--- src/rtl/spi_stat_pkg.sv ---
// Shared definitions for the serial status streamer.
// Assumes an 8-bit status word whose top bit is the ready flag.
package spi_stat_pkg;

    localparam int STAT_W = 8;

    typedef enum logic [1:0] {
        FR_IDLE,
        FR_OPCODE,
        FR_STREAM,
        FR_IGNORE
    } frame_e;

    // Assemble the status word from its fields, MSB first.
    function automatic logic [STAT_W-1:0] pack_status(
        input logic       ready,
        input logic       miss,
        input logic [2:0] dens,
        input logic [2:0] fill
    );
        return {ready, miss, dens, fill};
    endfunction

endpackage

--- src/rtl/spi_stat_sync.sv ---
// Multi-stage synchronizer for a bundle of asynchronous pins.
// Assumes STAGES >= 1; each bit is synchronized on its own (no bus coherence).
module spi_stat_sync #(
    parameter int             W       = 1,
    parameter int             STAGES  = 2,
    parameter logic [W-1:0]   RST_VAL = '0
) (
    input  logic         clk,
    input  logic         rst_n,
    input  logic [W-1:0] d_i,
    output logic [W-1:0] q_o
);

    localparam int CHAIN_W = W * STAGES;

    logic [CHAIN_W-1:0] chain_q;

    generate
        if (STAGES == 1) begin : g_single
            // Single flop stage.
            always_ff @(posedge clk) begin
                if (!rst_n) chain_q <= RST_VAL;
                else        chain_q <= d_i;
            end
        end else begin : g_multi
            // Shift the pin values through the chain, newest at the bottom.
            always_ff @(posedge clk) begin
                if (!rst_n) chain_q <= {STAGES{RST_VAL}};
                else        chain_q <= {chain_q[CHAIN_W-W-1:0], d_i};
            end
        end
    endgenerate

    assign q_o = chain_q[CHAIN_W-1 -: W];

endmodule

--- src/rtl/spi_stat_edge.sv ---
// Edge detector for a synchronized level.
// Assumes the input is already in the clk domain; outputs are one-cycle pulses.
module spi_stat_edge (
    input  logic clk,
    input  logic rst_n,
    input  logic lvl_i,
    output logic rise_o,
    output logic fall_o
);

    logic prev_q;

    // Remember the previous level.
    always_ff @(posedge clk) begin
        if (!rst_n) prev_q <= 1'b0;
        else        prev_q <= lvl_i;
    end

    assign rise_o = lvl_i & ~prev_q;
    assign fall_o = ~lvl_i & prev_q;

endmodule

--- src/rtl/spi_stat_cmd.sv ---
// Frame tracker: collects the command on rising SCK edges and decides
// whether the frame streams status or is ignored.
// Assumes no SCK rise in the first cycle after chip select goes active.
module spi_stat_cmd
    import spi_stat_pkg::*;
#(
    parameter int              OP_W    = 8,
    parameter logic [OP_W-1:0] READ_OP = 8'h57
) (
    input  logic   clk,
    input  logic   rst_n,
    input  logic   cs_act_i,
    input  logic   sck_rise_i,
    input  logic   si_i,
    output frame_e frame_o
);

    localparam int              CNT_W = $clog2(OP_W);
    localparam logic [CNT_W-1:0] LAST = CNT_W'(OP_W - 1);

    frame_e            st_q;
    logic [CNT_W-1:0]  cnt_q;
    logic [OP_W-2:0]   op_q;

    // Advance the frame state on chip select and command bits.
    always_ff @(posedge clk) begin
        if (!rst_n) begin
            st_q  <= FR_IDLE;
            cnt_q <= '0;
            op_q  <= '0;
        end else if (!cs_act_i) begin
            st_q  <= FR_IDLE;
            cnt_q <= '0;
        end else begin
            case (st_q)
                FR_IDLE: begin
                    st_q  <= FR_OPCODE;
                    cnt_q <= '0;
                end
                FR_OPCODE: begin
                    if (sck_rise_i) begin
                        op_q <= {op_q[OP_W-3:0], si_i};
                        if (cnt_q == LAST) begin
                            st_q <= ({op_q, si_i} == READ_OP) ? FR_STREAM : FR_IGNORE;
                        end else begin
                            cnt_q <= cnt_q + 1'b1;
                        end
                    end
                end
                default: st_q <= st_q;
            endcase
        end
    end

    assign frame_o = st_q;


    ignore_sticky_chk: assert property (@(posedge clk) disable iff (!rst_n)
        (st_q == FR_IGNORE) |=> (st_q != FR_STREAM));

endmodule

--- src/rtl/spi_stat_shift.sv ---
// Status word shifter: captures the word at each repetition start and
// presents one bit per falling SCK edge; bit 7 tracks the ready input live.
// Assumes rdy_i and miss_i are synchronous to clk.
module spi_stat_shift
    import spi_stat_pkg::*;
#(
    parameter logic [2:0] DENS_CODE = 3'b001,
    parameter logic [2:0] FILL_BITS = 3'b000
) (
    input  logic clk,
    input  logic rst_n,
    input  logic stream_i,
    input  logic sck_fall_i,
    input  logic rdy_i,
    input  logic miss_i,
    output logic so_o,
    output logic so_oe_o
);

    localparam int               IDX_W = $clog2(STAT_W);
    localparam logic [IDX_W-1:0] TOP   = IDX_W'(STAT_W - 1);

    logic [STAT_W-1:0] fresh;
    logic [STAT_W-2:0] lat_q;
    logic [IDX_W-1:0]  idx_q;
    logic              pres_q;
    logic              rdy_q;

    assign fresh = pack_status(rdy_i, miss_i, DENS_CODE, FILL_BITS);

    // Track the ready flag every cycle for the live top bit.
    always_ff @(posedge clk) begin
        if (!rst_n) rdy_q <= 1'b0;
        else        rdy_q <= fresh[STAT_W-1];
    end

    // Capture, count and shift on falling SCK edges.
    always_ff @(posedge clk) begin
        if (!rst_n) begin
            pres_q <= 1'b0;
            idx_q  <= TOP;
            lat_q  <= '0;
        end else if (!stream_i) begin
            pres_q <= 1'b0;
            idx_q  <= TOP;
        end else if (sck_fall_i) begin
            if (!pres_q || idx_q == '0) begin
                pres_q <= 1'b1;
                idx_q  <= TOP;
                lat_q  <= fresh[STAT_W-2:0];
            end else begin
                idx_q <= idx_q - 1'b1;
                if (idx_q != TOP) lat_q <= {lat_q[STAT_W-3:0], 1'b0};
            end
        end
    end

    assign so_o    = pres_q & ((idx_q == TOP) ? rdy_q : lat_q[STAT_W-2]);
    assign so_oe_o = pres_q;


    hold_high_chk: assert property (@(posedge clk) disable iff (!rst_n)
        (stream_i && pres_q && idx_q != TOP && !sck_fall_i) |=> $stable(so_o));


    wrap_top_chk: assert property (@(posedge clk) disable iff (!rst_n)
        (stream_i && pres_q && sck_fall_i && idx_q == '0) |=> (pres_q && idx_q == TOP));


    live_ready_chk: assert property (@(posedge clk) disable iff (!rst_n)
        (stream_i && pres_q && idx_q == TOP && !sck_fall_i) |=> (so_o == $past(rdy_i)));

endmodule

--- src/rtl/spi_stat_rd.sv ---
// Top of the serial status streamer: synchronizes the link pins, detects
// SCK edges, decodes the command and drives the status stream.
// Assumes clock mode 0 and SCK phases several system clocks long.
module spi_stat_rd
    import spi_stat_pkg::*;
#(
    parameter int              SYNC_STAGES = 2,
    parameter int              OP_W        = 8,
    parameter logic [OP_W-1:0] READ_OP     = 8'h57,
    parameter logic [2:0]      DENS_CODE   = 3'b001,
    parameter logic [2:0]      FILL_BITS   = 3'b000
) (
    input  logic clk,
    input  logic rst_n,
    input  logic cs_n_i,
    input  logic sck_i,
    input  logic si_i,
    input  logic rdy_i,
    input  logic cmp_miss_i,
    output logic so_o,
    output logic so_oe_o
);

    localparam int PIN_W = 3;

    logic [PIN_W-1:0] pins_s;
    logic             cs_n_s;
    logic             sck_s;
    logic             si_s;
    logic             sck_rise;
    logic             sck_fall;
    frame_e           frame;
    logic             stream;

    spi_stat_sync #(
        .W       (PIN_W),
        .STAGES  (SYNC_STAGES),
        .RST_VAL (3'b100)
    ) u_sync (
        .clk   (clk),
        .rst_n (rst_n),
        .d_i   ({cs_n_i, sck_i, si_i}),
        .q_o   (pins_s)
    );

    assign cs_n_s = pins_s[2];
    assign sck_s  = pins_s[1];
    assign si_s   = pins_s[0];

    spi_stat_edge u_edge (
        .clk    (clk),
        .rst_n  (rst_n),
        .lvl_i  (sck_s),
        .rise_o (sck_rise),
        .fall_o (sck_fall)
    );

    spi_stat_cmd #(
        .OP_W    (OP_W),
        .READ_OP (READ_OP)
    ) u_cmd (
        .clk        (clk),
        .rst_n      (rst_n),
        .cs_act_i   (~cs_n_s),
        .sck_rise_i (sck_rise),
        .si_i       (si_s),
        .frame_o    (frame)
    );

    assign stream = (frame == FR_STREAM);

    spi_stat_shift #(
        .DENS_CODE (DENS_CODE),
        .FILL_BITS (FILL_BITS)
    ) u_shift (
        .clk        (clk),
        .rst_n      (rst_n),
        .stream_i   (stream),
        .sck_fall_i (sck_fall),
        .rdy_i      (rdy_i),
        .miss_i     (cmp_miss_i),
        .so_o       (so_o),
        .so_oe_o    (so_oe_o)
    );


    idle_quiet_chk: assert property (@(posedge clk) disable iff (!rst_n)
        cs_n_s |=> ##1 (!so_oe_o && !so_o));

endmodule

--- config.mk ---
export PLATFORM = sky130hd
export DESIGN_NAME = spi_stat_rd
export DESIGN_NICKNAME = d
export VERILOG_FILES = /design/src/rtl/spi_stat_pkg.sv /design/src/rtl/spi_stat_sync.sv /design/src/rtl/spi_stat_edge.sv /design/src/rtl/spi_stat_cmd.sv /design/src/rtl/spi_stat_shift.sv /design/src/rtl/spi_stat_rd.sv
export SDC_FILE = /design/constraint.sdc
export NUM_CORES = 1
export LEC_CHECK = 0
export BUFFER_PORTS_ARGS = -buffer_cell sky130_fd_sc_hd__buf_2
export CORE_MARGIN = 2
export CORE_UTILIZATION = 39
export CTS_CLUSTER_SIZE = 12
export DETAILED_ROUTE_END_ITERATION = 12
export PLACE_DENSITY = 0.64
export SYNTH_ARGS = -nofsm -noshare
export SYNTH_HDL_FRONTEND = slang
export SYNTH_SLANG_ARGS = --single-unit
--- constraint.sdc ---
create_clock -name clk -period 2.8 [get_ports clk]
set_clock_uncertainty 0.2 [all_clocks]
set_input_delay 0.28 -clock clk [delete_from_list [all_inputs] [get_ports clk]]
set_output_delay 0.28 -clock clk [all_outputs]
set_load 0.02 [all_outputs]
; ---- After elaboration in Yosys (flattened, before gate mapping)
; Cells that the tools add are included.
; Widths: inputs -> output; s select.
[word_totals]
reg_bits = 31
in_bits = 7
out_inout_bits = 2
elab_cells = 51
[classes]
add_sub_neg = 2
n_eq_ne = 9
muxes = 11
n_bitwise = 7
n_reduce_logical = 13
[ops]
columns = cell, count
row1 = $mux 7, 2
row2 = $reduce_and 3->1, 4
row3 = $mux 3, 3
row4 = $eq 8x7->1 const B, 1
row5 = $eq 3x3->1 const B, 2
row6 = $pmux 3 s2, 1
row7 = $mux 2, 2
row8 = $ne 2x2->1 const B, 2
row9 = $not 1->1, 4
row10 = $pmux 2 s2, 1
row11 = $reduce_and 2->1, 2
row12 = $reduce_bool 2->1, 2
row13 = $add 3x1->3 const B, 1
row14 = $and 1x1->1, 3
row15 = $logic_not 3->1, 1
row16 = $ne 3x3->1 const B, 1
row17 = $sub 3x1->3 const B, 1
row18 = $eq 2x1->1 const B, 1
row19 = $eq 2x2->1 const B, 1
row20 = $logic_not 2->1, 1
row21 = $mux 1, 2
row22 = $ne 2x1->1 const B, 1
row23 = $reduce_or 2->1, 1
row24 = $logic_not 1->1, 1
row25 = $logic_or 1x1->1, 1

; ---- Longest topological paths before layout
[depth]
word_depth = 5
depth_mapped = 6
depth_no_buf = 6

; ---- By module
; A second synthesis with hierarchy kept.
[unflattened]
cells_unflattened = 133
area_unflattened_um2 = 1213.7
[by_module_without_submodules]
columns = mod, n_inst, cells_each, area_each_um2
row1 = spi_stat_cmd, 1, 64, 530.5
row2 = spi_stat_shift, 1, 48, 446.7
row3 = spi_stat_sync, 1, 15, 180.2
row4 = spi_stat_edge, 1, 4, 38.8
row5 = spi_stat_rd, 1, 2, 17.5

; ---- Least setup slack after synthesis
; No wires, ideal clock.
[synth_path]
kind = register to register
startpoint = register u_cmd.cnt_q[0]
endpoint = register u_cmd.cnt_q[1]
arrival_time_ps = 1437
t_required_ps = 2482
slack_ps = 1045
stages_incl_launch_ff = 7
n_path_buf = 0
synth_period_minus_slack_ps = 1755
path_cell_list = dfxtp_1 > ha_1 > ha_1 > or3b_1 > a21o_1 > a22oi_1 > nor2_1
[synth_via]
elab_chain_len = 4
word_cells_on_any_way = 7
cone_classes = 1 x add/sub / 2 x eq/ne / 3 x mux / 1 x reduce/logical
[synth_lines]
columns = element, line_no
row1 = "start, declared", spi_stat_cmd.sv:22  ; logic [CNT_W-1:0] cnt_q;
row2 = "start signal, assigned", spi_stat_cmd.sv:46  ; cnt_q <= cnt_q + 1'b1;
row3 = $add 3x1->3, spi_stat_cmd.sv:46
row4 = $mux 3, spi_stat_cmd.sv:43  ; if (cnt_q == LAST) begin
row5 = $mux 3, spi_stat_cmd.sv:41  ; if (sck_rise_i) begin
row6 = $pmux 3 s2, spi_stat_cmd.sv:35  ; case (st_q)
; Several ways; a longest one is shown, not always the timed one. The select of a mux whose other input is x is not followed.
; A chain may end at the register's enable or synchronous reset.

; ---- Worst setup path after layout
; Ends and elaborated chain as after synthesis.

==> results by group <==
Floorplan
  • I/O Pins: 9
  • Initial core utilization: 41.52%
  • Area of the core: 0.002781 mm2
  • Row count: 19
  • Die width: 58.42 um
  • Die height: 58.42 um
  • DIE AREA: 0.003412 mm2

STA
  • F_max: 532.8 MHz
  • Slew Viols, Final: 0
  • Setup TNS: 0 ns
  • Slew @ Worst Pin: 0.3486 ns
  • Worst slew margin: 76.55%
  • Fin crit share: 67.03%
  • # setup viols final: 0
  • Tmin final: 1.877 ns
  • RSZ-0062 raised after global routing: no
  • Final hold vios: 0

Layout
  • Layout Nets: 145
  • Area of the multi-input gates: 563.0 um2
  • Post-layout util: 47.59%
  • Register area: 560.5 um2
  • Antenna diodes: 0
  • Fill cells: 270
  • Share of cells above drive strength 1: 12.12%
  • Area delta synth->final: 14.63%

Detailed routing
  • Routed vias/inst: 5.221
  • DRC viols: 0
  • Final ANT Viol Nets: 0
  • Routed wire length: 1.943 mm
  • Routed WL per cell: 11.92 um
  • 1st-iter DRT viols: 19
  • DR vias: 851
  • DR pass1 iterations: 2

Placement
  • Detail Placement HPWL: 1.418 mm
  • GP Congestion: 0.8629
  • IO buf count: 8

Worst setup path
  • CP cell instances: ha_1 -> ha_1 -> or3b_1 -> a21o_1 -> a22oi_1 -> nor2_1
  • Worst path bufs/invs: 0
  • Worst path most repeated cell: ha_1
  • Crit-path max FO: 3
  • Slowest stage delay, CP: 0.39 ns
  • Kind of cell adding the most delay to the critical path: simple AND/OR/NAND/NOR gates
  • Slowest CP cell: or3b_1
  • Worst Setup End Kind: register
  • Arr. time, crit path: 1.91 ns
  • Setup CP Type: register to register
  • CP required: 2.83 ns
  • Critical Path Start Type: register

Yosys
  • Synth Flop Type: dfxtp_1
  • Yosys warns: 0
  • Synthesized Nets: 130
  • Asr flop ratio synth: 0%
  • Register area share after synthesis: 48.54%
  • Most frequent cells after synthesis: dfxtp_1, nand2_1, nor2b_1
  • Number of synthesized flops with an enable pin: 0
  • Yosys top cell area share: 48.54%
  • Synthesized area: 0.001155 mm2
  • Synthesized flop and latch total: 28
  • Synth Area per Inst: 9.787 um2
  • Top cells by area, synth: dfxtp_1, mux2i_1, ha_1, nor2b_1, and2_1
  • Mapped Cells: 118
  • Post-synth top area cell: dfxtp_1
  • Count leader, synth: dfxtp_1
  • Distinct cells, synth: 34

Status
  • Status: finished clean

Job
  • Max-cap violations: 0

Clocking
  • Clock slew at the register clock pins of the worst setup and hold paths: 0.14 ns
  • H-tree Lvls: 1
  • CTS root buf: clkbuf_4
  • CTS buffer count: 3
  • Worst-Skew Late Latency: 0.33 ns
  • CTS tree: done
  • Longest Clk Path Bufs: 2
  • Sink Count: 28

Power
  • P per Cell Area: 522.5 mW/mm2
  • Leakage: 0.5235 nW
  • Sequential share of power: 58.8%
  • Internal: 0.0005637 W
  • VDD IR max: 0.0003702 V
  • Clock share of power: 37.7%
  • Switching portion of total power: 18.50%
  • Share of power burned in combinational logic: 3.5%
  • Sw power: 0.0001280 W

GRT
  • Largest net degree at the start of global routing: 22
  • First-pass GRT wire length: 3.601 mm
  • Vias in the first global route: 878
  • Total track usage: 13.63%
  • Initial antenna violation count: 0
  • Grt total ovfl: 0

Min path
  • Worst min-delay path category: primary input to register
[registers in the layout, summed over array words and instances (netlist names)]
name / count
u_cmd.op_q: 7
u_cmd.cnt_q: 3
u_shift.lat_q: 4
u_shift.idx_q: 3
u_sync.chain_q: 6
u_shift.rdy_q: 1
u_edge.prev_q: 1
u_shift.so_oe_o: 1
u_cmd.frame_o: 2
[placed cells by master, fill, tap and decap left out, drive strengths merged, types with 3 or more instances in the layout]
master and instances:
and2 7, ha 5, dlygate4sd3 5, a21boi 3, clkbuf 3, buf 9
nand3 4, inv 3, dfxtp 28, nand2b 7, a21oi 3, mux2i 7
o21ai 4, nand2 9, nor2b 8, nor2 7
[power by group through the flow]
stage	sequential [W]	combinational (W)	clock, W
after floorplan	0.000415	0.0000129	0
after global placement	0.000416	0.0000185	0
after detailed placement	0.000416	0.0000191	0
after CTS	0.000407	0.0000243	0.000274
after global routing	0.000409	0.0000271	0.000285
final	0.000407	0.0000239	0.000261
[path summary, 6_finish.rpt]
kind / to / slack [ns] / cells after the start / from
worst max-delay path: u_cmd.cnt_q[1]$_SDFFE_PP0P_ / 0.92 / 6 / u_cmd.cnt_q[0]$_SDFFE_PP0P_
worst max register to register: u_cmd.cnt_q[1]$_SDFFE_PP0P_ / 0.92 / 6 / u_cmd.cnt_q[0]$_SDFFE_PP0P_
worst min-delay path: u_sync.chain_q[5]$_SDFF_PN1_ / 0.07 / 2 / rst_n
worst min register to register: u_sync.chain_q[5]$_SDFF_PN1_ / 0.23 / 1 / u_sync.chain_q[2]$_SDFF_PN1_
[stage by stage]
step	std cells	total power, W	hold WS, ns	instance area, um2	setup WS, ns
after floorplan	118	0.0004278	0.1815	1155	1.045
after global placement	154	0.0004342	0.2025	1221	1.002
after detailed placement	154	0.0004348	0.2007	1221	0.9424
after CTS	163	0.0007051	0.06983	1324	0.8915
after global routing	163	0.0007203	0.08925	1324	0.7976
final	163	0.0006917	0.07461	1324	0.9232
[area by class of cell]
| type | count | share of cell area (%) |
|---|---|---|
| clock buffer | 3 | 1.701 |
| clock inverter | 1 | 2.268 |
| timing repair buffer | 14 | 7.372 |
| inverter | 3 | 0.8507 |
| tap | 31 | 2.930 |
| sequential | 28 | 42.34 |
| multi-input combinational | 83 | 42.53 |
[layer usage]
layer / vias up / GRT usage [%] / wire length [um]
met5: - / 0 / 0
met4: 0 / 4.983 / 46
met3: 6 / 5.055 / 88
met2: 14 / 24.72 / 963
met1: 398 / 14.25 / 844
li1: 433 / - / -
[kinds of logic (layout without fill, tap and decap cells)]
kind of cell	after synthesis	count (layout)	synth area share, %
AO/OA/AOI/OAI	19	19	10.94
multiplexers	7	7	6.067
AND/OR/NAND/NOR	52	52	26.33
buffers and inverters	7	21	2.709
flip-flops	28	28	48.54
adder cells (fa/ha/maj)	5	5	5.417
[what timing repair did]
item                                   4_1_cts  5_1_grt
hold buffers                                 5        0
buffers inserted                             0        0
endpoints found under the hold margin        5        0
resized for setup                            0        0
(Power assumes the default switching activity.)
